File: src/rtl/bus_owner_pkg.sv
package bus_owner_pkg;
    localparam int CFG_W = 8;
    localparam int EMUL_BIT = 0;
    localparam int TRACE_BIT = 3;
    localparam logic [CFG_W-1:0] CFG_EMUL = 8'h89;

    typedef enum logic [1:0] {
        OWN_CPU  = 2'd0,
        OWN_EXT  = 2'd1,
        OWN_HALT = 2'd2
    } own_e;
endpackage

File: src/rtl/bus_owner_fsm.sv
module bus_owner_fsm
    import bus_owner_pkg::*;
(
    input  logic clk,
    input  logic rst_n,
    input  logic phi2,
    input  logic bus_en,
    input  logic armed,
    output own_e mode_q,
    output logic phase_edge
);
    typedef struct packed {
        own_e mode;
        logic phi2;
    } fsm_t;

    fsm_t st_d, st_q;

    always_comb begin
        st_d      = st_q;
        st_d.phi2 = phi2;
        if (!armed) begin
            st_d.mode = OWN_CPU;
        end else begin
            case (st_q.mode)
                OWN_CPU: if (!bus_en) st_d.mode = phi2 ? OWN_HALT : OWN_EXT;
                default: if (bus_en)  st_d.mode = OWN_CPU;
            endcase
        end
    end

    always_ff @(posedge clk or negedge rst_n) begin
        if (!rst_n) st_q <= '{mode: OWN_CPU, phi2: 1'b0};
        else        st_q <= st_d;
    end

    assign mode_q     = st_q.mode;
    assign phase_edge = phi2 ^ st_q.phi2;


    ext_entry_chk: assert property (@(posedge clk) disable iff (!rst_n)
        (mode_q == OWN_CPU && armed && !bus_en && !phi2) |=> (mode_q == OWN_EXT));

    halt_entry_chk: assert property (@(posedge clk) disable iff (!rst_n)
        (mode_q == OWN_CPU && armed && !bus_en && phi2) |=> (mode_q == OWN_HALT));

    mode_hold_chk: assert property (@(posedge clk) disable iff (!rst_n)
        (mode_q != OWN_CPU && !bus_en) |=> $stable(mode_q));
endmodule

File: src/rtl/bus_owner_cfg.sv
module bus_owner_cfg
    import bus_owner_pkg::*;
(
    input  logic             clk,
    input  logic             rst_n,
    input  logic             bus_en,
    input  logic             wr_en,
    input  logic [CFG_W-1:0] wdata,
    output logic [CFG_W-1:0] cfg_q,
    output logic             armed_q
);
    typedef struct packed {
        logic [CFG_W-1:0] cfg;
        logic             armed;
    } cfg_t;

    cfg_t r_d, r_q;

    always_comb begin
        r_d = r_q;
        if (!r_q.armed) begin
            r_d.armed = 1'b1;
            r_d.cfg   = bus_en ? '0 : CFG_EMUL;
        end else if (wr_en) begin
            r_d.cfg = wdata;
        end
    end

    always_ff @(posedge clk or negedge rst_n) begin
        if (!rst_n) r_q <= '{cfg: '0, armed: 1'b0};
        else        r_q <= r_d;
    end

    assign cfg_q   = r_q.cfg;
    assign armed_q = r_q.armed;


    emul_preset_chk: assert property (@(posedge clk) disable iff (!rst_n)
        (!armed_q && !bus_en) |=> (cfg_q == CFG_EMUL));
endmodule

File: src/rtl/bus_owner_ctrl.sv
module bus_owner_ctrl
    import bus_owner_pkg::*;
#(
    parameter int              ADDR_W   = 16,
    parameter int              DATA_W   = 8,
    parameter logic [ADDR_W-1:0] CFG_ADDR = 16'hFF40
) (
    input  logic              clk,
    input  logic              rst_n,
    input  logic              phi2,
    input  logic              bus_en,
    input  logic              rdy,
    input  logic              cpu_req,
    input  logic              cpu_we,
    input  logic              cpu_onchip,
    input  logic [ADDR_W-1:0] cpu_addr,
    input  logic [DATA_W-1:0] cpu_wdata,
    input  logic              ext_we_n,
    input  logic              ext_onchip,
    input  logic [ADDR_W-1:0] ext_addr,
    input  logic [DATA_W-1:0] ext_wdata,
    output logic              addr_oe,
    output logic              data_oe,
    output logic              core_stall,
    output logic              core_en,
    output logic              ext_wr,
    output logic              ext_rd,
    output logic [7:0]        cfg,
    output logic              emul_mode,
    output logic              trace_en
);
    typedef struct packed {
        logic addr_oe;
        logic data_oe;
    } oe_t;

    own_e             mode;
    logic             phase_edge;
    logic             armed;
    logic [CFG_W-1:0] cfg_q;
    logic             cpu_int, ext_int;
    logic             cfg_wr;
    logic [CFG_W-1:0] cfg_wdata;
    oe_t              oe_d, oe_q;

    assign cpu_int = cpu_onchip || (cpu_addr == CFG_ADDR);
    assign ext_int = ext_onchip || (ext_addr == CFG_ADDR);

    bus_owner_fsm u_fsm (
        .clk        (clk),
        .rst_n      (rst_n),
        .phi2       (phi2),
        .bus_en     (bus_en),
        .armed      (armed),
        .mode_q     (mode),
        .phase_edge (phase_edge)
    );

    always_comb begin
        cfg_wr    = 1'b0;
        cfg_wdata = cpu_wdata[CFG_W-1:0];
        if (mode == OWN_CPU && cpu_req && cpu_we && cpu_addr == CFG_ADDR) begin
            cfg_wr = armed;
        end else if (mode == OWN_EXT && !ext_we_n && ext_addr == CFG_ADDR) begin
            cfg_wr    = armed;
            cfg_wdata = ext_wdata[CFG_W-1:0];
        end
    end

    bus_owner_cfg u_cfg (
        .clk     (clk),
        .rst_n   (rst_n),
        .bus_en  (bus_en),
        .wr_en   (cfg_wr),
        .wdata   (cfg_wdata),
        .cfg_q   (cfg_q),
        .armed_q (armed)
    );

    always_comb begin
        oe_d = oe_q;
        if (phase_edge) begin
            oe_d.addr_oe = (mode != OWN_EXT);
            case (mode)
                OWN_CPU: oe_d.data_oe = cpu_req && (cpu_int ? cfg_q[TRACE_BIT] : cpu_we);
                OWN_EXT: oe_d.data_oe = ext_we_n && ext_int;
                default: oe_d.data_oe = 1'b0;
            endcase
        end
    end

    always_ff @(posedge clk or negedge rst_n) begin
        if (!rst_n) oe_q <= '{addr_oe: 1'b1, data_oe: 1'b0};
        else        oe_q <= oe_d;
    end

    assign addr_oe    = oe_q.addr_oe;
    assign data_oe    = oe_q.data_oe;
    assign core_stall = (mode == OWN_HALT);
    assign core_en    = bus_en & (rdy | ~phi2);
    assign ext_wr     = (mode == OWN_EXT) && !ext_we_n;
    assign ext_rd     = (mode == OWN_EXT) && ext_we_n && ext_int;
    assign cfg        = cfg_q;
    assign emul_mode  = cfg_q[EMUL_BIT];
    assign trace_en   = cfg_q[TRACE_BIT];


    oe_boundary_chk: assert property (@(posedge clk) disable iff (!rst_n)
        !phase_edge |=> ($stable(addr_oe) && $stable(data_oe)));

    strobe_excl_chk: assert property (@(posedge clk) disable iff (!rst_n)
        $onehot0({ext_wr, ext_rd, core_stall}));
endmodule

File: config.mk
export PLATFORM = sky130hd
export DESIGN_NAME = bus_owner_ctrl
export DESIGN_NICKNAME = d
export VERILOG_FILES = /design/src/rtl/bus_owner_pkg.sv /design/src/rtl/bus_owner_fsm.sv /design/src/rtl/bus_owner_cfg.sv /design/src/rtl/bus_owner_ctrl.sv
export SDC_FILE = /design/constraint.sdc
export NUM_CORES = 1
export LEC_CHECK = 0
export BUFFER_PORTS_ARGS = -buffer_cell sky130_fd_sc_hd__clkbuf_2
export CORE_ASPECT_RATIO = 1.4
export CORE_UTILIZATION = 41
export CTS_CLUSTER_SIZE = 40
export DETAILED_ROUTE_END_ITERATION = 10
export GPL_ROUTABILITY_DRIVEN = 1
export GPL_TIMING_DRIVEN = 0
export PLACE_DENSITY = 0.85
export SLEW_MARGIN = 15
export SYNTH_ARGS = -nofsm -noshare
export SYNTH_HDL_FRONTEND = slang
export SYNTH_HIERARCHICAL = 1
export SYNTH_SLANG_ARGS = --single-unit
File: constraint.sdc
create_clock -name clk -period 4.77 [get_ports clk]
set_input_delay 0.954 -clock clk [delete_from_list [all_inputs] [get_ports clk]]
set_output_delay 0.954 -clock clk [all_outputs]
set_load 0.01 [all_outputs]
# Word level (Yosys, flattened, before mapping)
# Cells that the tools add are included.
# word_totals
wordCells	46
input_bits	58
output_inout_bits	16
ff_bits	14
# classes
bitwise	4
eq_ne	8
n_mux	14
reduce_logical	14
# ops
cell	count
$mux 8	5
$eq 16x16->1 const B	2
$mux 2	5
$logic_and 1x1->1	9
$ne 3x3->1 const B	2
$mux 1	3
$eq 2x1->1 const B	1
$eq 2x2->1 const B	1
$logic_not 2->1	1
$logic_or 1x1->1	2
$ne 2x1->1 const B	1
$ne 2x2->1 const B	1
$pmux 1 s2	1
$reduce_and 2->1	1
$and 1x1->1	1
$logic_not 1->1	1
$not 1->1	1
$or 1x1->1	1
$xor 1x1->1	1

# Longest topological paths before layout
# depth
depth_word	7
depth_mapped	8

# Hierarchy
# The synthesis kept the hierarchy.
# by_module_without_submodules
mod	instances	cells_each	area_per_inst_um2
bus_owner_ctrl	1	40	405.4
bus_owner_cfg	1	28	372.9
bus_owner_fsm	1	12	133.9

# Least setup slack after synthesis
# No wires, ideal clock.
# synth_path
path_kind	input to output
from	input port ext_addr[1]
to	output port ext_rd
t_arrival_ns	2.070
stages	4
required_ns	3.816
slack_ns	1.746
path_cell_list	or4b_4 nor4_4 o211ai_1 inv_1
# synth_via
elab_chain_cells	3
# synth_rtl
element	line_no	source
start: declaration	bus_owner_ctrl.sv:20	input logic [ADDR_W-1:0] ext_addr,
$eq 16x16->1	bus_owner_ctrl.sv:47	assign ext_int = ext_onchip || (ext_addr == CFG_ADDR);
$logic_or 1x1->1	bus_owner_ctrl.sv:47	
$logic_and 1x1->1	bus_owner_ctrl.sv:102	assign ext_rd = (mode == OWN_EXT) && ext_we_n && ext_int;
end: declaration	bus_owner_ctrl.sv:27	output logic ext_rd,
# Every way passes these cells.

# Worst setup path in the final report
# Ends and elaborated chain as after synthesis.

==> summary.txt <==
Clocking
  – Clock Tree Buf Depth: 2
  – TritonCTS Buffers: 3
  – Clock sink total: 14
  – Post_cts resized: 0
  – Post-CTS setup buffer count: 0
  – H-tree Lvls: 1
  – CTS root buf: clkbuf_4
  – Clock slew at reported path FFs: 0.09 ns
  – CTS tree: done
  – CTS Hold Bufs: 0
  – Worst skew pair latency: 0.28 ns

Timing
  – RSZ-0062 raised after global routing: no
  – Hold Fails Final Rpt: 0
  – Fmax: 308 MHz
  – Final setup TNS: 0 ns
  – Min cycle time layout: 3.25 ns
  – Fin crit share: 68.1%
  – Max-slew violation count: 0
  – Final worst slack: 1.52 ns
  – Final Skew: 0.00478 ns
  – Setup Viol. Count Final: 0

Cells and area
  – Layout fillers: 191
  – Layout Nets: 216
  – Area Overhead vs Synth: 46.9%
  – Final Core Density: 66.3%
  – # diodes: 0
  – Share of cells above drive strength 1: 59.9%
  – Final std cells w/o fill: 178

Placed design
  – Placed cell count: 174
  – DP HPWL: 2090 um
  – Worst setup slack after placement: 1.51 ns
  – GPL Wtd Cong: 0.724
  – Buffers added on ports: 73

Hold path
  – Hold WC Path Type: register to register

Die
  – Ports: 74
  – # rows: 19
  – Die X: 41.9 um
  – Die height: 57.8 um
  – Initial Util: 45.1%
  – Die area: 2420 sq um
  – Total core area: 2020 sq um

Detailed routing
  – WL met3: 123 um
  – Via count: 932
  – DR iter-0 viols: 6
  – Met2 wire len: 1450 um
  – Met1 wire length: 822 um
  – Post-DRT Antenna Nets: 0
  – WL/cell: 13.5 um
  – Number of vias per cell: 5.24
  – Drc violations: 0
  – Detailed Route WL: 2410 um
  – Router iterations before antenna repair: 4
  – Top layer in use: met4

Logic synthesis
  – Synth Cell Area: 912 sq um
  – Ys Warns: 6
  – Netlist cell types: 29
  – Synth Instances: 80
  – Seq cells post-synth: 14
  – Commonest cells in the netlist: dfrtp_1, mux2i_1, mux2_4, nor2b_1, a21oi_1
  – Number of synthesized flops with an enable pin: 0
  – Syn Nets: 138
  – Area leader, netlist: dfrtp_1
  – Seq/Total Area, Yosys: 38.5%
  – Avg Cell Area, Syn: 11.4 sq um
  – Async S/R FF share, synth: 100%
  – Synth Flop Type: dfrtp_1
  – Synth top area cells: dfrtp_1, mux2_4, mux2i_1
  – Top cell type's share of synthesized area: 35.7%
  – Most frequent cell after synthesis: dfrtp_1

Setup path
  – Critical Path End Type: output pin
  – Critical Path AT: 2.29 ns
  – CP required: 3.82 ns
  – CP Launch Type: input pin
  – Worst-path maximum fanout: 2
  – Crit path kind: input pin to output pin

Status
  – Status: finished clean

Pwr
  – VDD IR max: 0.149 mV
  – Leakage power: 0.753 nW
  – PD cells: 207 nW/um^2

Run
  – Max-cap viol count: 0

GRT
  – First-pass GRT wire length: 3930 um
  – Vias in the first global route: 957
  – Largest net degree at the start of global routing: 15
  – Gr usage total: 21.0%
  – Initial antenna violation count: 0
  – Total gr overflow: 0
cells by family after synthesis:
group,count (synthesis),share of synthesized area (%)
AOI/OAI and AO/OA,11,7.96
muxes,17,23.0
other,1,0.411
xor gates and xnor gates,1,0.960
and+or+nand+nor,28,23.3
DFF,14,38.5
buffers and inverters,8,5.76
critical path, stage by stage:
cell and delay [ns]:
clkbuf_2 0.08, or4b_4 0.54, nor4_4 0.37, o211ai_1 0.15
inv_1 0.07, clkbuf_2 0.12
power by group:
part	switching, mW	internal (mW)
Combinational	0.0257	0.0372
Sequential	0.00495	0.125
Clock	0.0385	0.0464
layout make-up:
| type | instances | area, sq um | share of cell area [%] |
|---|---|---|---|
| plain buffers | 5 | 41.3 | 3.08 |
| clock buffers | 4 | 36.3 | 2.71 |
| inverters | 3 | 11.3 | 0.840 |
| multi-input cells | 58 | 508 | 37.9 |
| flip-flops and latches | 14 | 352 | 26.2 |
| well taps | 21 | 26.3 | 1.96 |
| repair buffers | 73 | 365 | 27.3 |
stage by stage:
stage | hold slack [ns] | total power, mW | instance area, sq um
after floorplan | 0.491 | 0.159 | 912
after global placement | 0.483 | 0.193 | 1300
after detailed placement | 0.489 | 0.196 | 1300
after CTS | 0.504 | 0.281 | 1340
after global routing | 0.519 | 0.295 | 1340
final | 0.502 | 0.278 | 1340
flip-flops by register name, summed over array words and instances, names as in the netlist:
signal	cells
u_fsm/mode_q	2
u_cfg/armed_q	1
data_oe	1
addr_oe	1
u_fsm/st_q	1
u_cfg/cfg_q	8
metal layers:
| metal | vias to the layer above | global-route usage, % |
|---|---|---|
| met4 | 0 | 5.53 |
| met2 | 38 | 42.9 |
| met3 | 2 | 2.80 |
| li1 | 444 | - |
| met5 | - | 0 |
| met1 | 448 | 21.8 |
placed cells by master, fill, tap and decap left out, types with 2 or more instances in the layout:
cell type,netlist,routed
clkbuf_2,0,73
dfrtp_1,13,13
mux2i_1,9,9
nor2b_1,8,8
mux2_4,8,8
a21oi_1,5,5
buf_4,4,4
nand4_1,3,3
inv_1,3,3
nor2_1,3,3
clkbuf_4,0,3
a21boi_0,2,2
nor4bb_1,2,2
and4_1,2,2
nand2b_1,2,2
final timing paths:
kind | slack (ns) | end | cells past startpoint | start
max | 1.52 | ext_rd | 6 | ext_addr[1]
min | 0.50 | addr_oe | 2 | addr_oe
max reg2reg | 2.80 | u_cfg/cfg_q[3] | 8 | u_fsm/mode_q[1]
min reg2reg | 0.50 | addr_oe | 2 | addr_oe
max in group asynchronous | 3.91 | addr_oe | 1 | rst_n
min in group asynchronous | 0.56 | data_oe | 1 | rst_n
No activity file was read; power rests on OpenSTA's default activity.
